### src/rtl/crt_timing_gen.sv
module crt_timing_gen #(
  parameter int NREG      = 17,
  parameter int ROW_SHIFT = 1
) (
  input  logic        clk,
  input  logic        rst_n,
  input  logic        wr_en,
  input  logic [4:0]  wr_addr,
  input  logic [7:0]  wr_data,
  input  logic        hsync_pol,
  input  logic        vsync_pol,
  output logic        hsync_o,
  output logic        vsync_o,
  output logic        hblank_o,
  output logic        vblank_o,
  output logic        display_en_o,
  output logic        frame_start_o,
  output logic [15:0] start_addr_o,
  output logic [15:0] row_addr_o
);
  localparam int HC_W = 9;
  localparam int VC_W = 11;
  localparam int LOCK_N = 8;

  logic [7:0] cr [NREG];
  logic [HC_W-1:0] hcnt, hcnt_n;
  logic [VC_W-1:0] vcnt, vcnt_n, vlast;
  logic [9:0] vtot10, vdisp10, vss10;
  logic hwrap, vstep, vwrap, scan_odd, dscan, lock;
  logic hsync_q, hblank_q, vsync_q, vblank_q, fs_q;
  logic [15:0] start_q, row_q;
  logic [8*LOCK_N-1:0] lo_bank;

  assign lock    = cr[10][7];
  assign dscan   = cr[13][7];
  assign vtot10  = {cr[7][5], cr[7][0], cr[6]};
  assign vdisp10 = {cr[7][6], cr[7][1], cr[8]};
  assign vss10   = {cr[7][7], cr[7][2], cr[9]};
  assign vlast   = {1'b0, vtot10} + 11'd1;

  always_comb
    for (int i = 0; i < LOCK_N; i++) lo_bank[8*i +: 8] = cr[i];

  always_ff @(posedge clk)
    if (!rst_n) begin
      for (int i = 0; i < NREG; i++) cr[i] <= '0;
    end else if (wr_en && (int'(wr_addr) < NREG) && !(lock && (int'(wr_addr) < LOCK_N))) begin
      cr[wr_addr] <= wr_data;
    end

  assign hwrap  = hcnt >= ({1'b0, cr[0]} + 9'd4);
  assign hcnt_n = hwrap ? '0 : hcnt + 9'd1;
  assign vstep  = hwrap && (!dscan || scan_odd);
  assign vwrap  = vstep && (vcnt >= vlast);
  assign vcnt_n = vwrap ? '0 : vcnt + 11'd1;

  always_ff @(posedge clk)
    if (!rst_n) begin
      hcnt     <= '0;
      vcnt     <= '0;
      scan_odd <= 1'b0;
      hsync_q  <= 1'b0;
      hblank_q <= 1'b0;
      vsync_q  <= 1'b0;
      vblank_q <= 1'b0;
      fs_q     <= 1'b0;
      start_q  <= '0;
      row_q    <= '0;
    end else begin
      hcnt     <= hcnt_n;
      hsync_q  <= (hcnt_n == {1'b0, cr[4]}) || (hsync_q && (hcnt_n[4:0] != cr[5][4:0]));
      hblank_q <= (hcnt_n == {1'b0, cr[2]}) || (hblank_q && (hcnt_n[4:0] != cr[3][4:0]));
      if (hwrap) scan_odd <= dscan && !scan_odd;
      if (vstep) begin
        vcnt     <= vcnt_n;
        vsync_q  <= (vcnt_n == {1'b0, vss10}) || (vsync_q && (vcnt_n[3:0] != cr[10][3:0]));
        vblank_q <= (vcnt_n == {2'b00, cr[7][3], cr[11]}) || (vblank_q && (vcnt_n[7:0] != cr[12]));
      end
      fs_q <= vwrap;
      if (vwrap) begin
        start_q <= {cr[14], cr[15]};
        row_q   <= {cr[14], cr[15]};
      end else if (vstep) begin
        row_q <= row_q + (16'(cr[16]) << ROW_SHIFT);
      end
    end

  assign hsync_o       = hsync_pol ? hsync_q : !hsync_q;
  assign vsync_o       = vsync_pol ? vsync_q : !vsync_q;
  assign hblank_o      = hblank_q;
  assign vblank_o      = vblank_q;
  assign display_en_o  = (hcnt <= {1'b0, cr[1]}) && (vcnt <= {1'b0, vdisp10});
  assign frame_start_o = fs_q;
  assign start_addr_o  = start_q;
  assign row_addr_o    = row_q;

  AST_LOCKED_BANK: assert property (@(posedge clk) disable iff (!rst_n)
    (lock && wr_en && wr_addr < 5'd8) |=> $stable(lo_bank));
  AST_ROW_ONLY_AT_LINE_END: assert property (@(posedge clk) disable iff (!rst_n)
    !hwrap |=> $stable(vcnt));
  AST_FRAME_ORIGIN: assert property (@(posedge clk) disable iff (!rst_n)
    fs_q |-> (hcnt == '0 && vcnt == '0));
  AST_FRAME_PULSE_SHORT: assert property (@(posedge clk) disable iff (!rst_n)
    fs_q |=> !fs_q);
  AST_ROW_FROM_START: assert property (@(posedge clk) disable iff (!rst_n)
    fs_q |-> (row_q == start_q));
endmodule

### config.mk
export PLATFORM = sky130hd
export DESIGN_NAME = crt_timing_gen
export DESIGN_NICKNAME = d
export VERILOG_FILES = /design/src/rtl/crt_timing_gen.sv
export SDC_FILE = /design/constraint.sdc
export NUM_CORES = 1
export LEC_CHECK = 0
export CAP_MARGIN = 10
export CORE_MARGIN = 4
export CORE_UTILIZATION = 55
export CTS_CLUSTER_DIAMETER = 50
export CTS_CLUSTER_SIZE = 30
export DETAILED_ROUTE_END_ITERATION = 8
export DONT_BUFFER_PORTS = 1
export GPL_ROUTABILITY_DRIVEN = 0
export HOLD_SLACK_MARGIN = 0.03
export PLACE_DENSITY = 0.76
export SYNTH_ARGS = -nofsm -noshare
export SYNTH_HDL_FRONTEND = slang
export SYNTH_SLANG_ARGS = --single-unit
### constraint.sdc
create_clock -name clk -period 4.8 [get_ports clk]
set_clock_uncertainty 0.15 [all_clocks]
set_input_delay 0.48 -clock clk [delete_from_list [all_inputs] [get_ports clk]]
set_output_delay 0.48 -clock clk [all_outputs]
set_load 0.02 [all_outputs]
==> metrics.log <==
INFO  metric pwr-share-seq = 51.8%
INFO  metric starting_density_of_the_core = 55.8%
INFO  metric setup.worst_path.class = reg -> out
INFO  metric detailed_place_hpwl = 15,100 um
INFO  metric worstPathArrival = 3140 ps
INFO  metric core-area = 17,200 sq um
INFO  metric syn_avg_cell_area = 10.2 sq um
INFO  metric final-hold-violation-count = 0
INFO  metric postSynthCellCount = 938
INFO  metric ctsRootBufferMaster = sky130_fd_sc_hd__clkbuf_16
INFO  metric drt-wirelength-per-cell = 19.7 um
INFO  metric total_leakage_power = 3.80 nW
INFO  metric fmaxAchievable = 265 MHz
INFO  metric asyncSetResetFlopFracSynth = 0%
INFO  metric detail_route.drc_violations = 0
INFO  metric max_cap_viol_count = 0
INFO  metric drt_iter0_markers = 637
INFO  metric power.total = 3.30 mW
INFO  metric count_of_tritonroute_iterations_in_the_first_routing_pass = 5
INFO  metric io_pins = 56
INFO  metric clock_transition_at_the_register_clock_pins_on_the_worst_setup_and_hold_paths_after_cts = 70 ps
INFO  metric maxSlewHeadroom = 22.9%
INFO  metric tightestPinTransition = 1140 ps
INFO  metric ys_dominant_reg_cell = sky130_fd_sc_hd__edfxtp_1
INFO  metric tritoncts = built
INFO  metric pwr_density_cell = 319 nW/um^2
INFO  metric nets = 991
INFO  metric grt_setup_unrepaired = false
INFO  metric grt.total_usage = 23.4%
INFO  metric antenna_found_initial = 0
INFO  metric timing.reg2reg.worst_path_depth = 14
INFO  metric numPortBuffers = 0
INFO  metric crit_path_frequent_cell = sky130_fd_sc_hd__o21a_1
INFO  metric finalNonFillerCells = 1,160
INFO  metric detail_route.vias_per_cell = 6.02
INFO  metric worstHoldPathCells = 2
INFO  metric period_minus_slack = 3770 ps
INFO  metric hold_path.class = in -> reg
INFO  metric dp_cells = 1,127
INFO  metric mappedNetlistNets = 1,007
INFO  metric worst_path_max_delay_cell = sky130_fd_sc_hd__dfxtp_1
INFO  metric rows = 48
INFO  metric critPathMaxFanout = 5
INFO  metric cts_repair_resize_count = 0
INFO  metric switchingPower = 0.781 mW
INFO  metric peakVddDrop = 0.000266 V
INFO  metric start_kind = flip-flop
INFO  metric final_antenna_net_count = 0
INFO  metric clock_power_share = 42.5%
INFO  metric finalSetupViolCount = 0
INFO  metric power.combinational.fraction = 5.7%
INFO  metric floorplan.die.width = 140 um
INFO  metric syn-cell-area = 9610 sq um
INFO  metric clkLatencyLatePin = 430 ps
INFO  metric yosysWarnings = 0
INFO  metric cts_max_level = 4
INFO  metric clkSinkCount = 177
INFO  metric distinct_cell_type_count_after_synthesis = 77
INFO  metric result_of_the_run = finished, final reports clean
INFO  metric ys_seq_elements = 177
INFO  metric first_pass_grt_wire_length = 35,800 um
INFO  metric synth_edf_count = 119
INFO  metric first_global_vias = 6,630
INFO  metric power_switching_share = 23.6%
INFO  metric diodes_inserted = 0
INFO  metric synth-seq-area-share = 49.3%
INFO  metric grt_start_max_net_pins = 51
INFO  metric internal_power = 2.52 mW
INFO  metric syn_to_final_growth = 7.73%
INFO  metric die_h = 140 um
INFO  metric wirelength = 22,800 um
INFO  metric cts_buffers = 17
INFO  metric die_area = 19,700 sq um
INFO  metric setup_total_negative_slack = 0 ps
INFO  metric fin_crit_sh = 78.5%
INFO  metric critPathRequiredTime = 4170 ps
INFO  metric worst_setup_path_end_kind = output port
INFO  metric clock_tree.buffer_depth = 2
INFO  metric maxSlewViolCount = 0
INFO  metric grt_remaining_overflow = 0
INFO  metric crit_path_max_incr_delay = 490 ps
INFO  metric crit_path_cell_trace = ha_1 > nor2b_1 > o21a_1 > o21a_1 > o21a_1 > o21a_1 > o21a_1 > o211ai_1 > a21oi_1 > nor4_1 > buf_4
INFO  metric vias = 6,986
INFO  metric drive_gt1_share = 7.27%
## path summary, 6_finish.rpt
path | from | end | slack, ps
min reg2reg | scan_odd | scan_odd | 320
min | rst_n | row_addr_o[15] | 60
max reg2reg | cr[6][0] | vblank_o | 1060
max | vcnt[1] | display_en_o | 1030
## what timing repair did
action                                  CTS  global route
buffers inserted                          0             0
hold buffers                              1             0
endpoints found under the setup margin    0             0
hold endpoints to repair                  3             0
## stage by stage
step                setup slack [ps]  area [sq um]  hold slack (ps)  utilization [%]
CTS                              982         10400             31.9             60.1
finish                          1030         10400             63.6             60.1
detailed placement              1160          9750              301             56.6
global route                     821         10400             35.8             60.1
floorplan                       1750          9610              287                -
global placement                1290          9750              294             56.6
## layer usage
layer / track usage (%) / vias to the layer above / share of wire (%) / routed length, um
met3: 5.12 / 66 / 7.0 / 1610
met4: 10.6 / 0 / 3.5 / 806
met5: 0 / - / 0 / 0
met1: 30.5 / 3354 / 43 / 9700
li1: - / 3307 / - / -
met2: 37.4 / 259 / 47 / 10700
## registers in the layout, indices dropped and copies added (netlist names)
signal         flops
scan_odd           1
frame_start_o      1
vblank_o           1
hcnt               9
vsync_q            1
cr               119
hsync_q            1
start_addr_o      16
hblank_o           1
vcnt              11
row_addr_o        16
## synth_stat cells (3+ instances only)
cell | number | area [sq um]
sky130_fd_sc_hd__and4_1 | 4 | 35.0
sky130_fd_sc_hd__o21a_1 | 6 | 45.0
sky130_fd_sc_hd__o32ai_1 | 7 | 61.3
sky130_fd_sc_hd__nor3_1 | 33 | 165
sky130_fd_sc_hd__nand2b_1 | 10 | 62.6
sky130_fd_sc_hd__a21o_1 | 3 | 22.5
sky130_fd_sc_hd__a21oi_1 | 61 | 305
sky130_fd_sc_hd__buf_6 | 3 | 33.8
sky130_fd_sc_hd__edfxtp_1 | 119 | 3570
sky130_fd_sc_hd__a31oi_1 | 11 | 68.8
sky130_fd_sc_hd__clkbuf_1 | 28 | 105
sky130_fd_sc_hd__nand2_1 | 79 | 297
sky130_fd_sc_hd__ha_1 | 50 | 626
sky130_fd_sc_hd__xor2_1 | 30 | 263
sky130_fd_sc_hd__a21boi_0 | 3 | 22.5
sky130_fd_sc_hd__mux2i_1 | 3 | 30.0
sky130_fd_sc_hd__nor2_1 | 64 | 240
sky130_fd_sc_hd__and3_1 | 7 | 43.8
sky130_fd_sc_hd__o21ai_0 | 36 | 180
sky130_fd_sc_hd__xnor2_2 | 3 | 48.8
sky130_fd_sc_hd__nor4b_1 | 4 | 35.0
sky130_fd_sc_hd__or3_1 | 3 | 18.8
sky130_fd_sc_hd__xnor2_1 | 41 | 359
sky130_fd_sc_hd__o31ai_1 | 3 | 22.5
sky130_fd_sc_hd__nor2b_1 | 8 | 50.1
sky130_fd_sc_hd__buf_2 | 12 | 60.1
sky130_fd_sc_hd__dfxtp_1 | 58 | 1160
sky130_fd_sc_hd__and2_1 | 107 | 669
sky130_fd_sc_hd__inv_1 | 30 | 113
sky130_fd_sc_hd__nand4_1 | 15 | 93.8
sky130_fd_sc_hd__a211oi_1 | 5 | 37.5
sky130_fd_sc_hd__o21ai_1 | 4 | 20.0
sky130_fd_sc_hd__o22ai_1 | 4 | 25.0
sky130_fd_sc_hd__nand3_1 | 29 | 145
## cells by family (layout without fill, tap and decap cells)
kind of cell / Yosys count / after routing / synth area share (%)
buffers and inverters: 75 / 72 / 3.36
flip-flops: 177 / 177 / 49.3
AO/OA/AOI/OAI: 170 / 170 / 11.5
adder cells (fa/ha/maj): 51 / 51 / 6.72
XOR/XNOR: 77 / 77 / 7.60
AND/OR/NAND/NOR: 385 / 385 / 21.3
multiplexers: 3 / 3 / 0.312
## area by class of cell
cell class              instances  area (sq um)
flip-flops and latches        177          4730
clock buffers                  21           514
clock inverters                11          83.8
inverters                      31           116
well taps                     225           282
repair buffers                  9          70.1
fillers                      1408          6880
multi-input cells             686          4560
## critical path, delay by kind of cell (launching register included)
family | cells | cell delay, ps
compound gates | 7 | 1090
simple gates | 2 | 590
flops | 1 | 490
fa+ha+maj | 1 | 300
buf+inv | 1 | 230
## power groups by stage
stage | logic (mW) | registers, mW | clock network, mW
detailed placement | 0.184 | 1.74 | 0
global placement | 0.180 | 1.74 | 0
global route | 0.211 | 1.72 | 1.47
finish | 0.188 | 1.71 | 1.40
CTS | 0.188 | 1.71 | 1.41
floorplan | 0.153 | 1.73 | 0
## cell usage in the layout, fill, tap and decap left out, drive strengths merged, types with 10 or more instances in the layout
| cell | instances |
|---|---|
| edfxtp | 119 |
| dfxtp | 58 |
| ha | 50 |
| nand3 | 29 |
| nor3 | 34 |
| and2 | 107 |
| inv | 38 |
| xor2 | 33 |
| xnor2 | 44 |
| a21oi | 61 |
| nand2b | 10 |
| o21ai | 41 |
| nand4 | 15 |
| clkbuf | 21 |
| a31oi | 12 |
| nand2 | 81 |
| nor2 | 65 |
Note: power is estimated with default switching activity, not from simulation.
